<file path="src/rtl/pio_tmr_pkg.sv">
package pio_tmr_pkg;
    localparam int BYTE_W = 8;
    localparam int CNT_W  = 2 * BYTE_W;
    localparam int IRQ_W  = BYTE_W - 1;

    localparam int T1_IRQ_BIT   = 6;
    localparam int T2_IRQ_BIT   = 5;
    localparam int ACR_CONT_BIT = 6;
    localparam int ACR_WAVE_BIT = 7;

    localparam logic [3:0] RS_ORB  = 4'h0;
    localparam logic [3:0] RS_ORA  = 4'h1;
    localparam logic [3:0] RS_DDRB = 4'h2;
    localparam logic [3:0] RS_DDRA = 4'h3;
    localparam logic [3:0] RS_T1CL = 4'h4;
    localparam logic [3:0] RS_T1CH = 4'h5;
    localparam logic [3:0] RS_T1LL = 4'h6;
    localparam logic [3:0] RS_T1LH = 4'h7;
    localparam logic [3:0] RS_T2CL = 4'h8;
    localparam logic [3:0] RS_T2CH = 4'h9;
    localparam logic [3:0] RS_ACR  = 4'hB;
    localparam logic [3:0] RS_IFR  = 4'hD;
    localparam logic [3:0] RS_IER  = 4'hE;

    typedef enum logic [1:0] {
        TS_IDLE  = 2'd0,
        TS_ARMED = 2'd1,
        TS_FIRED = 2'd2
    } tmr_state_e;
endpackage

</file>
<file path="src/rtl/pio_tmr_cnt.sv">
module pio_tmr_cnt
    import pio_tmr_pkg::*;
#(
    parameter int W = CNT_W
) (
    input  logic         clk,
    input  logic         rst_n,
    input  logic         tick,
    input  logic         load,
    input  logic         cont_mode,
    input  logic [W-1:0] load_val,
    input  logic [W-1:0] reload_val,
    output logic [W-1:0] cnt,
    output logic         evt
);
    tmr_state_e     state_q, state_d;
    logic [W-1:0]   cnt_q;
    logic           uf;

    assign uf  = tick && !load && (cnt_q == '0);
    assign cnt = cnt_q;

    always_ff @(posedge clk) begin
        if (!rst_n) state_q <= TS_IDLE;
        else        state_q <= state_d;
    end

    always_comb begin
        state_d = state_q;
        unique case (state_q)
            TS_IDLE:  if (load) state_d = TS_ARMED;
            TS_ARMED: begin
                if (load)                   state_d = TS_ARMED;
                else if (uf && !cont_mode)  state_d = TS_FIRED;
            end
            TS_FIRED: if (load) state_d = TS_ARMED;
            default:  state_d = TS_IDLE;
        endcase
    end

    always_comb begin
        evt = uf && (cont_mode || (state_q == TS_ARMED));
    end

    always_ff @(posedge clk) begin
        if (!rst_n) begin
            cnt_q <= '0;
        end else if (load) begin
            cnt_q <= load_val;
        end else if (tick) begin
            if (cnt_q == '0) cnt_q <= cont_mode ? reload_val : '1;
            else             cnt_q <= cnt_q - 1'b1;
        end
    end
endmodule

</file>
<file path="src/rtl/pio_irq_ctrl.sv">
module pio_irq_ctrl
    import pio_tmr_pkg::*;
#(
    parameter int N = IRQ_W
) (
    input  logic         clk,
    input  logic         rst_n,
    input  logic [N-1:0] set_mask,
    input  logic [N-1:0] clr_mask,
    input  logic         en_wr,
    input  logic [N:0]   en_wdata,
    output logic [N-1:0] flags,
    output logic [N-1:0] enables,
    output logic         irq_n
);
    logic [N-1:0] flag_q, en_q;

    always_ff @(posedge clk) begin
        if (!rst_n) flag_q <= '0;
        else        flag_q <= (flag_q & ~clr_mask) | set_mask;
    end

    always_ff @(posedge clk) begin
        if (!rst_n) begin
            en_q <= '0;
        end else if (en_wr) begin
            if (en_wdata[N]) en_q <= en_q | en_wdata[N-1:0];
            else             en_q <= en_q & ~en_wdata[N-1:0];
        end
    end

    assign flags   = flag_q;
    assign enables = en_q;
    assign irq_n   = ~|(flag_q & en_q);
endmodule

</file>
<file path="src/rtl/pio_timer_irq.sv">
module pio_timer_irq
    import pio_tmr_pkg::*;
(
    input  logic        clk,
    input  logic        rst_n,
    input  logic [3:0]  sel,
    input  logic [7:0]  wdata,
    input  logic        wr_en,
    input  logic        rd_en,
    input  logic        tick_en,
    output logic [7:0]  rdata,
    output logic [7:0]  pa_drv,
    output logic [7:0]  pa_dir,
    output logic [7:0]  pb_drv,
    output logic [7:0]  pb_dir,
    output logic        irq_n
);
    logic [BYTE_W-1:0] ora_q, orb_q, ddra_q, ddrb_q, acr_q;
    logic [BYTE_W-1:0] t1_lat_lo, t1_lat_hi, t2_lat_lo;
    logic [CNT_W-1:0]  t1_cnt, t2_cnt, t1_lat;
    logic              t1_evt, t2_evt, wave_q;
    logic [IRQ_W-1:0]  set_mask, clr_mask, ifr, ier;
    logic [BYTE_W-1:0] rd_val;
    logic              w_t1_lo, w_t1_ld, w_t1_hi, w_t2_lo, w_t2_ld, w_ifr, w_ier;

    assign w_t1_lo = wr_en && ((sel == RS_T1CL) || (sel == RS_T1LL));
    assign w_t1_ld = wr_en && (sel == RS_T1CH);
    assign w_t1_hi = wr_en && ((sel == RS_T1CH) || (sel == RS_T1LH));
    assign w_t2_lo = wr_en && (sel == RS_T2CL);
    assign w_t2_ld = wr_en && (sel == RS_T2CH);
    assign w_ifr   = wr_en && (sel == RS_IFR);
    assign w_ier   = wr_en && (sel == RS_IER);
    assign t1_lat  = {t1_lat_hi, t1_lat_lo};

    always_ff @(posedge clk) begin
        if (!rst_n) begin
            ora_q <= '0; orb_q <= '0; ddra_q <= '0; ddrb_q <= '0; acr_q <= '0;
            t1_lat_lo <= '0; t1_lat_hi <= '0; t2_lat_lo <= '0;
        end else if (wr_en) begin
            unique case (sel)
                RS_ORB:  orb_q  <= wdata;
                RS_ORA:  ora_q  <= wdata;
                RS_DDRB: ddrb_q <= wdata;
                RS_DDRA: ddra_q <= wdata;
                RS_ACR:  acr_q  <= wdata;
                RS_T2CL: t2_lat_lo <= wdata;
                default: ;
            endcase
            if (w_t1_lo) t1_lat_lo <= wdata;
            if (w_t1_hi) t1_lat_hi <= wdata;
        end
    end

    pio_tmr_cnt #(.W(CNT_W)) u_t1 (
        .clk        (clk),
        .rst_n      (rst_n),
        .tick       (tick_en),
        .load       (w_t1_ld),
        .cont_mode  (acr_q[ACR_CONT_BIT]),
        .load_val   ({wdata, t1_lat_lo}),
        .reload_val (t1_lat),
        .cnt        (t1_cnt),
        .evt        (t1_evt)
    );

    pio_tmr_cnt #(.W(CNT_W)) u_t2 (
        .clk        (clk),
        .rst_n      (rst_n),
        .tick       (tick_en),
        .load       (w_t2_ld),
        .cont_mode  (1'b0),
        .load_val   ({wdata, t2_lat_lo}),
        .reload_val ({CNT_W{1'b0}}),
        .cnt        (t2_cnt),
        .evt        (t2_evt)
    );

    always_ff @(posedge clk) begin
        if (!rst_n)       wave_q <= 1'b0;
        else if (w_t1_ld) wave_q <= 1'b0;
        else if (t1_evt)  wave_q <= acr_q[ACR_CONT_BIT] ? ~wave_q : 1'b1;
    end

    always_comb begin
        set_mask = '0;
        set_mask[T1_IRQ_BIT] = t1_evt;
        set_mask[T2_IRQ_BIT] = t2_evt;
        clr_mask = w_ifr ? wdata[IRQ_W-1:0] : '0;
        if (w_t1_hi) clr_mask[T1_IRQ_BIT] = 1'b1;
        if (w_t2_ld) clr_mask[T2_IRQ_BIT] = 1'b1;
    end

    pio_irq_ctrl #(.N(IRQ_W)) u_irq (
        .clk      (clk),
        .rst_n    (rst_n),
        .set_mask (set_mask),
        .clr_mask (clr_mask),
        .en_wr    (w_ier),
        .en_wdata (wdata),
        .flags    (ifr),
        .enables  (ier),
        .irq_n    (irq_n)
    );

    always_comb begin
        rd_val = '0;
        unique case (sel)
            RS_ORB:  rd_val = orb_q & ddrb_q;
            RS_ORA:  rd_val = ora_q & ddra_q;
            RS_DDRB: rd_val = ddrb_q;
            RS_DDRA: rd_val = ddra_q;
            RS_T1CL: rd_val = t1_cnt[BYTE_W-1:0];
            RS_T1CH: rd_val = t1_cnt[CNT_W-1:BYTE_W];
            RS_T1LL: rd_val = t1_lat_lo;
            RS_T1LH: rd_val = t1_lat_hi;
            RS_T2CL: rd_val = t2_cnt[BYTE_W-1:0];
            RS_T2CH: rd_val = t2_cnt[CNT_W-1:BYTE_W];
            RS_ACR:  rd_val = acr_q;
            RS_IFR:  rd_val = {|ifr, ifr};
            RS_IER:  rd_val = {1'b1, ier};
            default: rd_val = '0;
        endcase
    end

    assign rdata  = rd_en ? rd_val : '0;
    assign pa_drv = ora_q;
    assign pa_dir = ddra_q;
    assign pb_drv = acr_q[ACR_WAVE_BIT] ? {wave_q, orb_q[BYTE_W-2:0]} : orb_q;
    assign pb_dir = acr_q[ACR_WAVE_BIT] ? {1'b1, ddrb_q[BYTE_W-2:0]}  : ddrb_q;
endmodule

</file>
<file path="config.mk">
export PLATFORM = sky130hd
export DESIGN_NAME = pio_timer_irq
export DESIGN_NICKNAME = d
export VERILOG_FILES = /design/src/rtl/pio_tmr_pkg.sv /design/src/rtl/pio_tmr_cnt.sv /design/src/rtl/pio_irq_ctrl.sv /design/src/rtl/pio_timer_irq.sv
export SDC_FILE = /design/constraint.sdc
export NUM_CORES = 1
export LEC_CHECK = 0
export BUFFER_PORTS_ARGS = -buffer_cell sky130_fd_sc_hd__buf_2
export CORE_UTILIZATION = 65
export DETAILED_ROUTE_END_ITERATION = 8
export MAX_ROUTING_LAYER = met4
export PLACE_DENSITY = 0.89
export SLEW_MARGIN = 5
export SYNTH_ARGS = -nofsm -noshare
export SYNTH_HDL_FRONTEND = slang
export SYNTH_SLANG_ARGS = --single-unit
</file>
<file path="constraint.sdc">
create_clock -name clk -period 3.59 [get_ports clk]
set_clock_uncertainty 0.05 [all_clocks]
set_input_delay 0.5385 -clock clk [delete_from_list [all_inputs] [get_ports clk]]
set_output_delay 0.5385 -clock clk [all_outputs]
set_load 0.02 [all_outputs]
</file>
* Word-level counts from Yosys, hierarchy flattened
Cells that the tools add are included.
Word-level totals: word-level logic and storage cells 114, output and inout port bits 41, input port bits 17, bits in registers 115
Cells by class: equal/unequal tests 20, muxes and demuxes 24, bitwise operators 11, reductions and logical operators 42, $add $sub $neg 2
Operators by type and width (number):
- $mux 16 | 7
- $pmux 8 s13 | 1
- $logic_not 16->1 | 2
- $sub 16x1->16 const B | 2
- $mux 8 | 3
- $and 7x7->7 | 3
- $eq 4x4->1 const B | 5
- $reduce_and 2->1 | 10
- $and 8x8->8 | 2
- $eq 4x3->1 const B | 4
- $mux 7 | 2
- $not 7->7 | 2
- $or 7x7->7 | 2
- $reduce_or 7->1 | 2
- $logic_and 1x1->1 | 13
- $mux 2 | 6
- $eq 4x2->1 const B | 2
- $pmux 2 s2 | 2
- $ne 3x1->1 const B | 2
- $reduce_or 2->1 | 3
- $eq 2x1->1 const B | 2
- $eq 2x2->1 const B | 2
- $eq 4x1->1 const B | 1
- $logic_not 1->1 | 4
- 7 further kinds | 15

* Longest topological paths before layout
word-level depth 9, gate-level depth with buffers 8, gate-level depth less buffers 7

* Cells and area by module
Synthesis repeated with hierarchy kept, for this count alone.
Unflattened totals: cell total of the unflattened synthesis 892, area total of the unflattened synthesis 7588.5 um^2
Modules (own cells, without submodules):
- pio_timer_irq | sequential area each 1301.2 um^2, cells an instance 428, area an instance 3846.2 um^2, times used 1
- pio_tmr_cnt | sequential area each 360.3 um^2, cells an instance 204, area an instance 1581.5 um^2, times used 2
- pio_irq_ctrl | sequential area each 280.3 um^2, cells an instance 56, area an instance 579.3 um^2, times used 1

* Least setup slack after synthesis
OpenSTA, ideal clock, no wires.
path type input to output, start input port sel[2], end output port rdata[6], setup slack 956 ps, arrival 2046 ps, path buffers 3, required time 3002 ps, stages 7, cell sequence buf_2 buf_2 buf_1 nand2_1 o32ai_1 a311oi_1 a31oi_1
Between the ends: cells in the longest elaborated chain, start to end 3, elaborated cells on any way between the ends 15, those cells by class eq/ne (12); mux (2); reduce/logical (1)
RTL lines:
- from (decl) | RTL line pio_timer_irq.sv:6 | input logic [3:0] sel,
- $eq 4x4->1, or another cell as far along | RTL line pio_timer_irq.sv:107 | unique case (sel)
- $pmux 8 s13 (*) | RTL line pio_timer_irq.sv:107
- $mux 8 (*) | RTL line pio_timer_irq.sv:125 | assign rdata = rd_en ? rd_val : '0;
- to (decl) | RTL line pio_timer_irq.sv:11 | output logic [7:0] rdata,
Mark *: on every way between the ends. The rest lies on a longest branch, timed or not.

* Worst setup path in the final report
Same ends and word-level chain as after synthesis.

==> summary.md <==
| Metric | Value |
|---|---|
| CTS resizes | 0 |
| Final worst-path cycle share | between 80 and 90% |
| Initial antenna violation count | 1 |
| Worst r2r path cells | 7 |
| Fillers | 693 |
| CP Launch Point | sel[2] |
| Mapped Area | 6502 um^2 |
| HPWL Detailed | around 16000 um |
| Final Util | around 75% |
| CTS max path bufs | 2 |
| Async set-reset flop share out of synthesis | 0% |
| Final setup vio count | 0 |
| Die width | 102.0 um |
| Gr usage total | roughly 48% |
| Syn-to-layout area delta | 12.62% |
| Setup CP Type | in -> out |
| Port Buf Inserts | 57 |
| Average cell area after synthesis | ~7.9 um^2 |
| Setup tns final | 0 ns |
| Max-slew violation count | 0 |
| Largest net degree at the start of global routing | 95 |
| VDD IR max | 0.4402 mV |
| Layout cells sized above 1 | around 15% |
| CP Capture Type | primary output |
| Num CTS Buffers | 17 |
| I/O pin count | 58 |
| Clk Latency, worst-skew pair | between 0.5 and 0.6 ns |
| Placeable Area | around 9700 um^2 |
| Post-CTS setup buffers | 0 |
| Worst Max-Slew Pin Slew | between 1 and 1.5 ns |
| Status | completed |
| DR WL/cell | between 20 and 25 um |
| H-tree Lvls | 4 |
| Reg-to-Reg End | u_t1.cnt[6]$_SDFFE_PN0P_ |
| Crit path time final | 3.052 ns |
| Data arrival, critical path | ~2.5 ns |
| First-pass GRT wire length | about 36000 um |
| Dpl ws | around 0.53 ns |
| Post-synth EDFFs | 0 |
| Pre-antenna DRT Iters | 6 |
| DR vias | 6810 |
| CP endpoint | rdata[6] |
| Multi-input logic area | between 3000 and 4000 um^2 |
| Final Hold Vio Count | 0 |
| Total Wirelength | around 23000 um |
| Slew margin rel. | between 30% and 40% |
| Highest Clock Rate | around 330 MHz |
| HP Class | in -> reg |
| Antenna-violating nets left | 0 |
| Critical Path Fanout Max | 21 |
| CTS tree | yes |
| Vias in the first global route | 6371 |
| # rows | 36 |
| Syn_nets | between 800 and 900 |
| GP Congestion | between 0.9 and 1 |
| Main synth FF type | dfxtp_1 |
| Total power | between 0.004 and 0.005 W |
| Initial DRC Count | about 870 |
| Die area | between 10000 and 15000 um^2 |
| Global route overflow | 0 |
| Power density over the cells | roughly 650 nW/um^2 |
| RSZ-0062 raised after global routing | false |
| Req. time, crit path | roughly 3.0 ns |
| Reg-to-Reg Start | u_t1.cnt[0]$_SDFFE_PN0P_ |
| Max Cap Viol | 0 |
| Worst Slack Setup Final | between 0.5 and 0.6 ns |
| Lkg Pwr | about 2.7 nW |
| Yosys warns | 0 |
| Die Height | about 100 um |
| FF+latch count, synth | between 100 and 150 |
| Vias per inst | 6.879 |
| Root Buffer | clkbuf_8 |
| WHS | between 0.3 and 0.4 ns |
| Hold_buf cts | 0 |
| Startpoint types | input port |
| Register area share after synthesis | 35.41% |
| Clock sink count | about 120 |
| R2r setup slk | 0.87 ns |
| Syn Inst Count | between 800 and 900 |
| Nets@finish | ~860 |
| Clk pin slew, worst setup/hold paths | 0.06 ns |
| Initial core utilization | ~67% |
| Yosys cell types | 74 |
| # DRC | 0 |
| Register Area | around 2300 um^2 |
[cells in the mapped netlist, drive strengths merged, types with 16 or more instances]
cell type	n	area share (%)
nor3	20	1.8
mux2i	46	7.1
nand2	103	6.0
o22ai	16	1.5
clkbuf	44	2.5
nor2	85	4.9
and3	16	1.5
nand3	46	3.5
o21ai	40	3.1
dfxtp	115	35
a21oi	74	5.7
xnor2	16	2.2
buf	31	3.1
[cell type report]
class / instances / share of cell area [%]
Antenna cell: 1 / 0.03417
Clock buffer: 20 / 6.219
Clock inverter: 12 / 2.119
Inverter: 10 / 0.5126
Multi-Input combinational cell: 626 / 51.87
Sequential cell: 115 / 31.44
Tap cell: 133 / 2.272
Timing Repair Buffer: 73 / 5.536
[layout by cell type (no fill, tap or decap), types with 5 or more instances in the layout]
cell	instances
nand2_1	102
buf_4	16
buf_2	57
mux2i_1	46
nor3b_1	6
o21ai_0	34
o21a_1	5
a22oi_1	13
a21oi_1	74
nand4b_1	10
nor2_1	84
nor4_1	6
inv_1	7
clkbuf_16	16
nand2b_1	7
nand3_1	46
nor3_1	18
a32o_1	5
nor2b_1	12
a211oi_1	8
nand3b_1	7
o32ai_1	5
o21ai_1	6
and3_1	16
xor2_1	5
o211ai_1	6
a31oi_1	11
xnor2_1	16
clkinvlp_4	5
o22ai_1	16
dfxtp_1	115
[cell families after synthesis]
group                    count (synthesis)  synth area share [%]
flip-flops                             115                 35.41
AO/OA/AOI/OAI                          211                 20.45
XOR/XNOR                                21                 2.828
buffers and inverters                   85                 6.177
AND/OR/NAND/NOR                        342                 26.77
adder cells (fa/ha/maj)                  4                0.7697
multiplexers                            48                 7.600
[report_power, final]
| part | switching (W) | internal [W] | total [W] |
|---|---|---|---|
| sequential | 0.000290 | 0.00141 | 0.00170 |
| clock | 0.000621 | 0.00111 | 0.00173 |
| combinational | 0.000780 | 0.000540 | 0.00132 |
| total | 0.00169 | 0.00306 | 0.00475 |
[worst min path at each step]
stage                               from  cells after the start                   endpoint  slack [ns]
2_1_floorplan  t2_lat_lo[1]$_SDFFE_PN0P_                      2   u_t2.cnt[1]$_SDFFE_PN0P_        0.38
3_3_place_gp   u_irq.flags[1]$_SDFF_PN0_                      2  u_irq.flags[1]$_SDFF_PN0_        0.41
3_5_place_dp   u_irq.flags[1]$_SDFF_PN0_                      2  u_irq.flags[1]$_SDFF_PN0_        0.41
4_1_cts                            wr_en                      3      orb_q[3]$_SDFFE_PN0P_        0.36
5_1_grt                            wr_en                      3      orb_q[3]$_SDFFE_PN0P_        0.39
6_report                           wr_en                      3      orb_q[6]$_SDFFE_PN0P_        0.37
[routing by layer]
layer | track usage [%] | vias up | wire (um) | part of all wire, %
met4 | 27.91 | 0 | 1298 | 5.5
met1 | 57.20 | 3131 | 8734 | 37
met2 | 71.45 | 542 | 10530 | 45
li1 | - | 3014 | - | -
met5 | - | - | 0 | 0
met3 | 15.60 | 123 | 2878 | 12
[metrics by stage]
stage	cell area (um^2)	instances
after detailed placement	6710	957
after global routing	7323	990
after global placement	6710	957
after floorplan	6502	826
final	7323	990
after CTS	7321	989
[critical path, stage by stage]
cell and delay [ns]:
buf_2 0.25, buf_4 0.24, nor2b_1 0.15, buf_4 0.19
o311ai_0 0.28, nand2_1 0.28, a31oi_1 0.30, buf_2 0.22
(Power assumes the default switching activity.)
